## config.mk

```make
export PLATFORM = sky130hd
export DESIGN_NAME = pg_adder32
export DESIGN_NICKNAME = d
export VERILOG_FILES = /design/src/rtl/pg_adder_pkg.sv /design/src/rtl/pg_lookahead.sv /design/src/rtl/pg_slice.sv /design/src/rtl/pg_section.sv /design/src/rtl/pg_adder32.sv
export SDC_FILE = /design/constraint.sdc
export NUM_CORES = 1
export LEC_CHECK = 0
export ABC_AREA = 1
export CAP_MARGIN = 20
export CORE_MARGIN = 3
export CORE_UTILIZATION = 32
export DETAILED_ROUTE_END_ITERATION = 7
export GPL_ROUTABILITY_DRIVEN = 0
export PLACE_DENSITY = 0.74
export SETUP_SLACK_MARGIN = 0.05
export SYNTH_ARGS = -nofsm -noshare
export SYNTH_HDL_FRONTEND = slang
export SYNTH_SLANG_ARGS = --single-unit
export TNS_END_PERCENT = 30
```

## constraint.sdc

```tcl
create_clock -name vclk -period 3.2
set_clock_uncertainty 0.05 [all_clocks]
set_input_delay 0.32 -clock vclk [all_inputs]
set_output_delay 0.32 -clock vclk [all_outputs]
set_load 0.01 [all_outputs]
```

## src/rtl/pg_adder_pkg.sv

```systemverilog
package pg_adder_pkg;

  // default geometry of the adder
  localparam int DEF_WIDTH   = 32;
  localparam int DEF_SLICE_W = 4;
  localparam int DEF_SLICES  = 4;

  // group signals reported by one slice
  typedef struct packed {
    logic grpProp;
    logic grpGen;
  } pgPair_t;

endpackage

```

## src/rtl/pg_lookahead.sv

```systemverilog
// Flattened carry lookahead over N propagate/generate pairs.
// Used both inside a slice (bit level) and across slices (group level).
module pg_lookahead #(
  parameter int N = 4
) (
  input  logic [N-1:0] gen,
  input  logic [N-1:0] prop,
  input  logic         cIn,
  output logic [N-1:0] carry,
  output logic         grpProp,
  output logic         grpGen
);

  logic [N-1:0] carryV;
  logic         genV;

  // carry k = OR over j<k of (gen[j] & prop[j+1..k-1]) | (prop[0..k-1] & cIn)
  always_comb begin
    logic acc;
    logic term;
    carryV = '0;
    for (int k = 0; k < N; k++) begin
      term = cIn;
      for (int m = 0; m < k; m++) term = term & prop[m];
      acc = term;
      for (int j = 0; j < k; j++) begin
        term = gen[j];
        for (int m = j + 1; m < k; m++) term = term & prop[m];
        acc = acc | term;
      end
      carryV[k] = acc;
    end
  end

  // group generate: same form, whole width, no carry-in term
  always_comb begin
    logic term;
    genV = 1'b0;
    for (int j = 0; j < N; j++) begin
      term = gen[j];
      for (int m = j + 1; m < N; m++) term = term & prop[m];
      genV = genV | term;
    end
  end

  assign carry   = carryV;
  assign grpProp = &prop;
  assign grpGen  = genV;

endmodule

```

## src/rtl/pg_slice.sv

```systemverilog
// One narrow adder slice with internal lookahead and group P/G outputs.
module pg_slice
  import pg_adder_pkg::*;
#(
  parameter int SLICE_W = DEF_SLICE_W
) (
  input  logic [SLICE_W-1:0] a,
  input  logic [SLICE_W-1:0] b,
  input  logic               cIn,
  output logic [SLICE_W-1:0] sum,
  output pgPair_t            grp
);

  logic [SLICE_W-1:0] bitProp;
  logic [SLICE_W-1:0] bitGen;
  logic [SLICE_W-1:0] bitCarry;
  logic               pOut;
  logic               gOut;

  assign bitProp = a ^ b;
  assign bitGen  = a & b;

  pg_lookahead #(.N(SLICE_W)) bitLa_i (
    .gen     (bitGen),
    .prop    (bitProp),
    .cIn     (cIn),
    .carry   (bitCarry),
    .grpProp (pOut),
    .grpGen  (gOut)
  );

  assign sum         = bitProp ^ bitCarry;
  assign grp.grpProp = pOut;
  assign grp.grpGen  = gOut;

endmodule

```

## src/rtl/pg_section.sv

```systemverilog
// A section: SLICES slices tied together by one group lookahead unit.
module pg_section
  import pg_adder_pkg::*;
#(
  parameter int SLICE_W = DEF_SLICE_W,
  parameter int SLICES  = DEF_SLICES
) (
  input  logic [SLICE_W*SLICES-1:0] a,
  input  logic [SLICE_W*SLICES-1:0] b,
  input  logic                      cIn,
  output logic [SLICE_W*SLICES-1:0] sum,
  output logic                      cOut
);

  logic [SLICES-1:0] sliceProp;
  logic [SLICES-1:0] sliceGen;
  logic [SLICES-1:0] sliceCarry;
  logic              secProp;
  logic              secGen;

  for (genvar k = 0; k < SLICES; k++) begin : g_slice
    pgPair_t grpK;
    pg_slice #(.SLICE_W(SLICE_W)) slice_i (
      .a   (a[k*SLICE_W +: SLICE_W]),
      .b   (b[k*SLICE_W +: SLICE_W]),
      .cIn (sliceCarry[k]),
      .sum (sum[k*SLICE_W +: SLICE_W]),
      .grp (grpK)
    );
    assign sliceProp[k] = grpK.grpProp;
    assign sliceGen[k]  = grpK.grpGen;
  end

  // slice 0 receives cIn itself (carry[0] of the unit is cIn)
  pg_lookahead #(.N(SLICES)) grpLa_i (
    .gen     (sliceGen),
    .prop    (sliceProp),
    .cIn     (cIn),
    .carry   (sliceCarry),
    .grpProp (secProp),
    .grpGen  (secGen)
  );

  assign cOut = secGen | (secProp & cIn);

endmodule

```

## src/rtl/pg_adder32.sv

```systemverilog
// Top: sections chained end to end, carry rippling between them.
module pg_adder32
  import pg_adder_pkg::*;
#(
  parameter int WIDTH   = DEF_WIDTH,
  parameter int SLICE_W = DEF_SLICE_W,
  parameter int SLICES  = DEF_SLICES
) (
  input  logic [WIDTH-1:0] a,
  input  logic [WIDTH-1:0] b,
  input  logic             cin,
  output logic [WIDTH-1:0] sum,
  output logic             cout
);

  localparam int SEC_W   = SLICE_W * SLICES;
  localparam int NUM_SEC = WIDTH / SEC_W;

  logic [NUM_SEC:0] secCarry;

  assign secCarry[0] = cin;

  for (genvar s = 0; s < NUM_SEC; s++) begin : g_sec
    pg_section #(.SLICE_W(SLICE_W), .SLICES(SLICES)) sec_i (
      .a    (a[s*SEC_W +: SEC_W]),
      .b    (b[s*SEC_W +: SEC_W]),
      .cIn  (secCarry[s]),
      .sum  (sum[s*SEC_W +: SEC_W]),
      .cOut (secCarry[s+1])
    );
  end

  assign cout = secCarry[NUM_SEC];

endmodule

```

==> results.json, run 1 <==
{
  "clock_buffers": 0,
  "vias": 1757,
  "grt_setup_unrepaired": "yes",
  "die_h_um": 72.9,
  "seq_area_frac_synth": 0,
  "max_freq_mhz": 328,
  "pre_cts_slack_ps": -278,
  "fp.dieW_um": 72.9,
  "yosysWarnings": 0,
  "num_rows": 23,
  "arrival_ps": 2680,
  "critPathBufInv": 2,
  "crit_cells": 9,
  "final_common_cell": "clkdlybuf4s50_1",
  "io_buffers": 98,
  "viasPerCell": 4.61,
  "cpPeakStageDelay_ps": 550,
  "area_delta_synth_final_pct": 95.2,
  "filler_cell_count": 354,
  "ant_nets": 0,
  "start_kind": "primary input",
  "status": "complete, no violations",
  "fin_cells": 381,
  "slew_viol_final": 0,
  "utilization": 0.674,
  "maxCapViolations": 0,
  "hold_violations": 0,
  "placed_cells": 381,
  "period_share": 0.952,
  "whs_ps": 1430,
  "regArea_um2": 0,
  "start_util": 0.345,
  "gr-usage-all-layers": 0.154,
  "grt-ovfl-total": 0,
  "path_cells": "clkdlybuf4s50_1 -> ha_4 -> nand2_1 -> nand2_1 -> nand2_1 -> nand2_1 -> or2_2 -> fa_1 -> clkdlybuf4s50_1",
  "worstPathMaxFanout": 4,
  "yosysUniqueCellTypes": 20,
  "cp.required_ps": 2830,
  "grt_pass1_vias": 1674,
  "hpwl_um": 3850,
  "hold_path_class": "primary input to primary output",
  "end_kind": "primary output",
  "synth_top_area_frac": 0.350,
  "max_slew_margin": 0.864,
  "crit_family": "buffers and inverters",
  "worst-setup-path-type": "primary input to primary output",
  "synth_top_cell_by_area": "ha_1",
  "drt_iter0_drc": 22,
  "layout.nets": 446,
  "tightestPinTransition_ps": 201,
  "layout-drive-gt1-share": 0.254,
  "wl_per_cell_um": 11.6,
  "io_pins": 98,
  "synth_nets": 312,
  "slowest_stage": "clkdlybuf4s50_1",
  "antenna_found_initial": 0,
  "syn_area_per_cell_um2": 7.19,
  "synth_xor_area_frac": 0.147,
  "netlist_top_cells_area": "ha_1, nand2_1, fa_1",
  "final.min_clock_period_ps": 3050,
  "seq_cells": 0,
  "syn-cell-area_um2": 1430,
  "synth_cells": 199,
  "antenna_cells": 0,
  "finalWirelength_um": 4430,
  "drc": 0,
  "postCtsSetupBuffers": 0,
  "cpMostUsedCell": "nand2_1",
  "die_area_um2": 5310,
  "design_power_total_mw": 0.589,
  "grt_first_pass_wirelength_um": 6890,
  "grt_max_degree": 5,
  "muxShareOfSynthArea": 0,
  "core_area_um2": 4140,
  "layout_common_cells": "clkdlybuf4s50_1, nand2_1, buf_4",
  "synthAdderAreaFrac": 0.462,
  "multi_input_area_um2": 1510,
  "synth-compound-area-share": 0.0752,
  "layout_setup_ws_ps": 154,
  "synth_top_family_by_area": "adder cells",
  "startpoint": "a[1]",
  "finalSetupViolCount": 0,
  "drt_pass1_iterations": 4,
  "synth_simple_gate_area_frac": 0.269,
  "ir_drop_mv": 0.110,
  "p_leak_nw": 1.37,
  "powerDensity_nw_per_um2": 211,
  "crit_path_end": "sum[4]"
}
how the worst min path moves through the flow:
stage               cells past startpoint  slack [ps]  start  endpoint
floorplan                               1         780  b[12]   sum[12]
global placement                        5        1760   b[0]    sum[0]
detailed placement                      4        1760   b[2]    sum[2]
CTS                                     3        1520  b[28]   sum[28]
global route                            4        1460  b[31]   sum[31]
finish                                  4        1430  b[31]   sum[31]
cell type report:
class,instances,area share
timing repair buffer,132,0.412
inverter,18,0.0242
multi-input combinational,181,0.541
tap,50,0.0224
Yosys cell counts (all sizes together):
cell type	n
nand2	59
ha	40
inv	18
a21oi	16
xor2	15
nor2	14
nand3	12
xnor2	9
fa	8
a21o	2
a31oi	1
and3	1
nand3b	1
nor3	1
o21ai	1
or2	1
where the power goes:
| part | internal, mW | leakage (nW) | switching (mW) |
|---|---|---|---|
| Sequential | 0 | 0 | 0 |
| Clock | 0 | 0 | 0 |
| Combinational | 0.324 | 1.37 | 0.265 |
| Total | 0.324 | 1.37 | 0.265 |
what timing repair did:
item | CTS | global route
pin swaps | 0 | 8
gates cloned | 0 | 0
hold buffers | 0 | 0
endpoints found under the setup margin | 27 | 21
resized for setup | 35 | 53
layer usage:
metal  vias to the layer above  part of all wire  track usage
met3                         6             0.076       0.0248
met1                       777              0.40        0.206
met5                         -                 0            0
met2                        58              0.51        0.274
met4                         0             0.014      0.00615
li1                        916                 -            -
worst min-delay path, cell delays in order:
cell	delay (ps)
clkdlybuf4s50_1	460
ha_1	170
xnor2_1	70
buf_2	130
logic make-up (layout without fill, tap and decap cells):
kind of cell,Yosys count,after routing
fa+ha+maj,48,48
simple gates,89,89
xor+xnor,24,24
buf+inv,18,150
compound gates,20,20
stage by stage:
stage | cell area, um2 | setup TNS (ps)
global route | 2790 | -38.2
global placement | 2730 | -2400
CTS | 2720 | 0
detailed placement | 2730 | -3020
finish | 2790 | 0
floorplan | 1430 | 0
No activity file was read; power rests on OpenSTA's default activity.
==> run 2, diff against run 1 <==
--- a/constraint.sdc
+++ b/constraint.sdc
@@ -4,2 +4,2 @@
 set_output_delay 0.32 -clock vclk [all_outputs]
-set_load 0.01 [all_outputs]
+set_load 0.05 [all_outputs]
==> results.json, run 2 (synthesis results as in run 1) <==
{
  "start_kind": "primary input",
  "clock_buffers": 0,
  "drt_pass1_iterations": 4,
  "ir_drop_mv": 0.229,
  "tightestPinTransition_ps": 502,
  "grtUsageMet2": 0.270,
  "placed_area_um2": 2790,
  "antenna_found_initial": 0,
  "worstHoldEndpoint": "sum[4]",
  "slew_viol_final": 0,
  "cp.required_ps": 2830,
  "die_area_um2": 5310,
  "layout-drive-gt1-share": 0.271,
  "regArea_um2": 0,
  "grt-ovfl-total": 0,
  "grt_first_pass_wirelength_um": 6680,
  "filler_cell_count": 294,
  "powerDensity_nw_per_um2": 361,
  "vias": 1684,
  "drc": 0,
  "worstPathMaxFanout": 4,
  "use_met3": 0.0193,
  "finalWirelength_um": 4930,
  "combPwrFrac": 1.000,
  "final_common_cell": "nand2_1",
  "maxCapViolations": 0,
  "layout.nets": 418,
  "p_leak_nw": 1.68,
  "multi_input_area_um2": 1650,
  "max_slew_margin": 0.664,
  "hold_buffers": 0,
  "hold_violations": 0,
  "max_freq_mhz": 329,
  "grt_use_met1": 0.194,
  "final.min_clock_period_ps": 3040,
  "arrival_ps": 2670,
  "design_power_total_mw": 1.14,
  "whs_ps": 1090,
  "hold_start": "b[4]",
  "switching_share": 0.529,
  "area_delta_synth_final_pct": 122,
  "grt_pass1_vias": 1541,
  "wl_per_cell_um": 14.0,
  "start_util": 0.345,
  "finalSetupViolCount": 0,
  "ant_nets": 0,
  "period_share": 0.950,
  "holdPathStages": 3,
  "grt_max_degree": 5,
  "top_usage_layer": "met2",
  "seqPwrFrac": 0,
  "num_rows": 23,
  "io_pins": 98,
  "antenna_cells": 0,
  "worst-setup-path-type": "primary input to primary output",
  "drt_iter0_drc": 39,
  "viasPerCell": 4.77,
  "net-switching-power_mw": 0.605,
  "core_area_um2": 4140,
  "hpwl_um": 3770,
  "die_h_um": 72.9,
  "p_int_mw": 0.540,
  "hold_path_class": "primary input to primary output",
  "gr-usage-all-layers": 0.150,
  "end_kind": "primary output",
  "placed_cells": 350,
  "fp.dieW_um": 72.9,
  "layout_common_cells": "nand2_1, clkdlybuf4s50_1, dlymetal6s2s_1",
  "fin_area_um2": 3170,
  "clkPwrFrac": 0,
  "seq_cells": 0,
  "fin_cells": 353,
  "io_buffers": 98,
  "status": "complete, no violations"
}
[run 2: cell types whose count changed in the layout (fill, tap and decap cells not counted), moves of 4 or more]
cell	before	now
a21oi_2	8	3
clkdlybuf4s50_1	71	36
a21oi_1	8	13
buf_2	4	0
ha_4	6	15
dlymetal6s2s_1	0	32
ha_1	33	25
buf_12	0	29
dlygate4sd2_1	11	0
buf_4	34	7
clkbuf_2	10	0
[run 2: what timing repair did]
action | CTS | global route
pin swaps | 1 | 19
setup endpoints to repair | 2 | 16
resized for setup | 3 | 67
setup buffers | 0 | 3
[run 2: critical path: stages]
cell             delay (ps)
clkdlybuf4s50_1         420
ha_1                    320
nand3_2                 110
nor2_4                  130
nand2_1                  70
nor2_2                   90
nor2_2                   50
nand2_2                  70
nand3_2                  80
nand2_4                  90
nand2_1                  60
nand2_2                  70
ha_1                    140
nand2_1                  60
nand2_2                 120
a21oi_2                  80
xnor2_2                 210
buf_12                  160
[run 2: through the flow]
stage | util | worst slack, ps | setup TNS [ps]
after CTS | 0.678 | 24.9 | 0
after floorplan | - | 251 | 0
after global placement | 0.672 | 69.5 | 0
final | 0.766 | 161 | 0
after detailed placement | 0.672 | -6.81 | -6.81
after global routing | 0.766 | -11.7 | -11.7
[run 2: worst max path at each step]
stage	start	end	slack, ps	cells after the start
final	a[0]	sum[31]	160	18
after global routing	a[0]	sum[31]	-10	18
after CTS	a[5]	sum[15]	20	16
after detailed placement	a[5]	sum[15]	-7	16
after global placement	a[9]	sum[31]	70	20
after floorplan	a[11]	sum[31]	250	16
[run 2: area by class of cell]
class	instances	share of cell area
multi-input cells	181	0.520
repair buffers	104	0.439
well taps	50	0.0197
inverters	18	0.0213
[run 2: power groups by stage]
stage	sequential, mW	clock [mW]	combinational (mW)
after global routing	0	0	1.21
final	0	0	1.14
after detailed placement	0	0	1.08
after CTS	0	0	1.09
after global placement	0	0	1.08
after floorplan	0	0	0.561
[run 2: layer usage]
layer	routed length [um]	vias to the layer above
met5	0	-
met4	93	0
met3	316	10
met2	2610	57
met1	1920	759
li1	-	858
==> run 3, diff against run 2 <==
Settings changed: CORE_UTILIZATION 32 to 41, PLACE_DENSITY 0.74 to 0.91.
==> results.json, run 3 <==
{
  "status": "did not finish",
  "netlist_top_cells_area": "ha_1, nand2_1, fa_1",
  "io_pins": 98,
  "yosysUniqueCellTypes": 20,
  "synth_cells": 199,
  "hpwl_um": 4690,
  "seq_area_frac_synth": 0,
  "pre_cts_slack_ps": -41.1,
  "die_h_um": 65.1,
  "post-synth-top-count-cell": "nand2_1",
  "syn_area_per_cell_um2": 7.19,
  "syn-cell-area_um2": 1430,
  "synth_nets": 312,
  "num_rows": 20,
  "io_buffers": 98,
  "error": "[ERROR DPL-0038] Utilization greater than 100%, impossible to legalize",
  "worst-ep-kind": "primary output",
  "grt_worst_setup_endpoint": "sum[31]",
  "yosysWarnings": 0,
  "stop_stage": "global routing (5_1_grt)",
  "fp.dieW_um": 65.1,
  "synth_top_area_frac": 0.350,
  "start_util": 0.450,
  "grt_max_degree": 5,
  "ys_top_cells_by_count": "nand2_1, ha_1, inv_1, a21oi_1, xor2_1",
  "synth_top_cell_by_area": "ha_1",
  "hold_buffers": 0
}
-- run 3: cell counts after synthesis --
Identical to the previous run, type by type.
-- run 3: repair_timing --
item | 4_1_cts
endpoints found under the setup margin | 6
cloned | 0
pin swaps | 13
buffers inserted | 1
resized for setup | 22
hold endpoints to repair | 0
-- run 3: kinds of logic after synthesis --
group / share of synthesized area
compound gates: 0.0752
xor+xnor: 0.147
fa+ha+maj: 0.462
buf+inv: 0.0472
simple gates: 0.269
-- run 3: through the flow --
stage	hold WS [ps]	cells	area, um2	utilization
CTS	1250	343	2890	0.908
floorplan	969	199	1430	-
detailed placement	1470	342	2760	0.869
global placement	1460	342	2760	0.869
==> run 4, diff against run 3 <==
Settings changed: CORE_AREA set to 3 3 64 66, CORE_MARGIN 3 to not set, CORE_UTILIZATION 41 to not set, DIE_AREA set to 0 0 67 69, PLACE_DENSITY 0.91 to not set, PLACE_DENSITY_LB_ADDON set to 0.15, SETUP_SLACK_MARGIN 0.05 to not set.
==> results.json, run 4 (synthesis results as in run 1) <==
{
  "area_delta_synth_final_pct": 113,
  "num_rows": 22,
  "end_kind": "primary output",
  "grt_pass1_vias": 1601,
  "filler_cell_count": 212,
  "design_power_total_mw": 1.14,
  "hold_start": "a[10]",
  "final.min_clock_period_ps": 3120,
  "holdPathStages": 4,
  "layout.nets": 415,
  "final_common_cell": "clkdlybuf4s50_1",
  "slowest_stage": "clkdlybuf4s50_1",
  "worstPathMaxFanout": 3,
  "drc": 0,
  "cpMostUsedCell": "nand2_1",
  "die_h_um": 69,
  "path_cells": "clkdlybuf4s50_1 -> ha_4 -> nand2_2 -> inv_1 -> nand2_1 -> nand2_1 -> nand2_1 -> nand2_2 -> a21oi_1 -> inv_1 -> nand2_1 -> nand3_2 -> ha_1 -> nand2_1 -> nand3_2 -> a21oi_2 -> xnor2_2 -> buf_12",
  "period_share": 0.974,
  "fin_cells": 348,
  "slew_viol_final": 0,
  "worstHoldEndpoint": "sum[10]",
  "fp.dieW_um": 67,
  "gr-usage-all-layers": 0.163,
  "status": "complete, no violations",
  "layout_setup_ws_ps": 83.9,
  "antenna_found_initial": 0,
  "regArea_um2": 0,
  "io_buffers": 98,
  "drt_iter0_drc": 66,
  "max_slew_margin": 0.661,
  "antenna_cells": 0,
  "grt-ovfl-total": 0,
  "powerDensity_nw_per_um2": 374,
  "maxCapViolations": 0,
  "placed_cells": 347,
  "drt_pass1_iterations": 4,
  "die_area_um2": 4620,
  "wl_per_cell_um": 13.5,
  "viasPerCell": 4.90,
  "grt_first_pass_wirelength_um": 6400,
  "max_freq_mhz": 321,
  "hold_violations": 0,
  "pre_cts_slack_ps": 42.9,
  "p_leak_nw": 1.45,
  "tightestPinTransition_ps": 507,
  "finalWirelength_um": 4690,
  "grt_max_degree": 5,
  "cpPeakStageDelay_ps": 520,
  "worst-setup-path-type": "primary input to primary output",
  "start_kind": "primary input",
  "seq_cells": 0,
  "ant_nets": 0,
  "clock_buffers": 0,
  "core_area_um2": 3630,
  "layout-drive-gt1-share": 0.247,
  "vias": 1704,
  "ir_drop_mv": 0.253,
  "start_util": 0.394,
  "hpwl_um": 3680,
  "finalSetupViolCount": 0,
  "hold_path_class": "primary input to primary output",
  "io_pins": 98,
  "layout_common_cells": "clkdlybuf4s50_1, nand2_1, buf_12",
  "arrival_ps": 2750,
  "cp.required_ps": 2830,
  "grt_setup_unrepaired": "yes"
}
==> run 4: worst max path at each step <==
stage                     start  endpoint  slack (ps)  cells past startpoint
final                      b[2]   sum[15]          80                     18
after global routing       b[1]   sum[15]        -110                     18
after CTS                 a[11]   sum[31]          40                     18
after detailed placement   a[9]   sum[31]          40                     20
after global placement     a[9]   sum[31]          80                     20
after floorplan           a[11]   sum[31]         250                     16
==> run 4: metrics by stage <==
| step | area [um2] | utilization | hold WS, ps | setup TNS [ps] |
|---|---|---|---|---|
| global placement | 2780 | 0.764 | 1460 | 0 |
| finish | 3050 | 0.840 | 1130 | 0 |
| floorplan | 1430 | - | 969 | 0 |
| global route | 3050 | 0.840 | 1160 | -397 |
| CTS | 2780 | 0.764 | 1470 | 0 |
| detailed placement | 2780 | 0.764 | 1470 | 0 |
==> run 4: cell type report <==
| class | count | area [um2] | area share |
|---|---|---|---|
| Multi-Input combinational cell | 181 | 1610 | 0.529 |
| Tap cell | 48 | 60.1 | 0.0197 |
| Timing Repair Buffer | 101 | 1310 | 0.430 |
| Inverter | 18 | 67.6 | 0.0221 |
==> run 4: timing repair <==
action | 4_1_cts | 5_1_grt
resized for setup | 0 | 40
endpoints found under the setup margin | 0 | 13
buffers inserted | 0 | 1
hold buffers | 0 | 0
==> run 4: critical path: cells and delay by family <==
kind                       cells  cell delay [ps]
AOI/OAI and AO/OA              2              310
xor gates and xnor gates       1              150
adders and majority gates      2              440
buffers and inverters          4              790
and+or+nand+nor                9              720
==> run 4: report_power, final <==
group          internal [mW]  switching [mW]
logic                  0.538           0.603
clock network              0               0
registers                  0               0
==> run 4: layer usage <==
layer	part of all wire	vias to the layer above	track usage
met5	0	-	0
met4	0.0032	0	0
met3	0.064	2	0.0244
met2	0.58	55	0.333
met1	0.35	789	0.178
li1	-	858	-
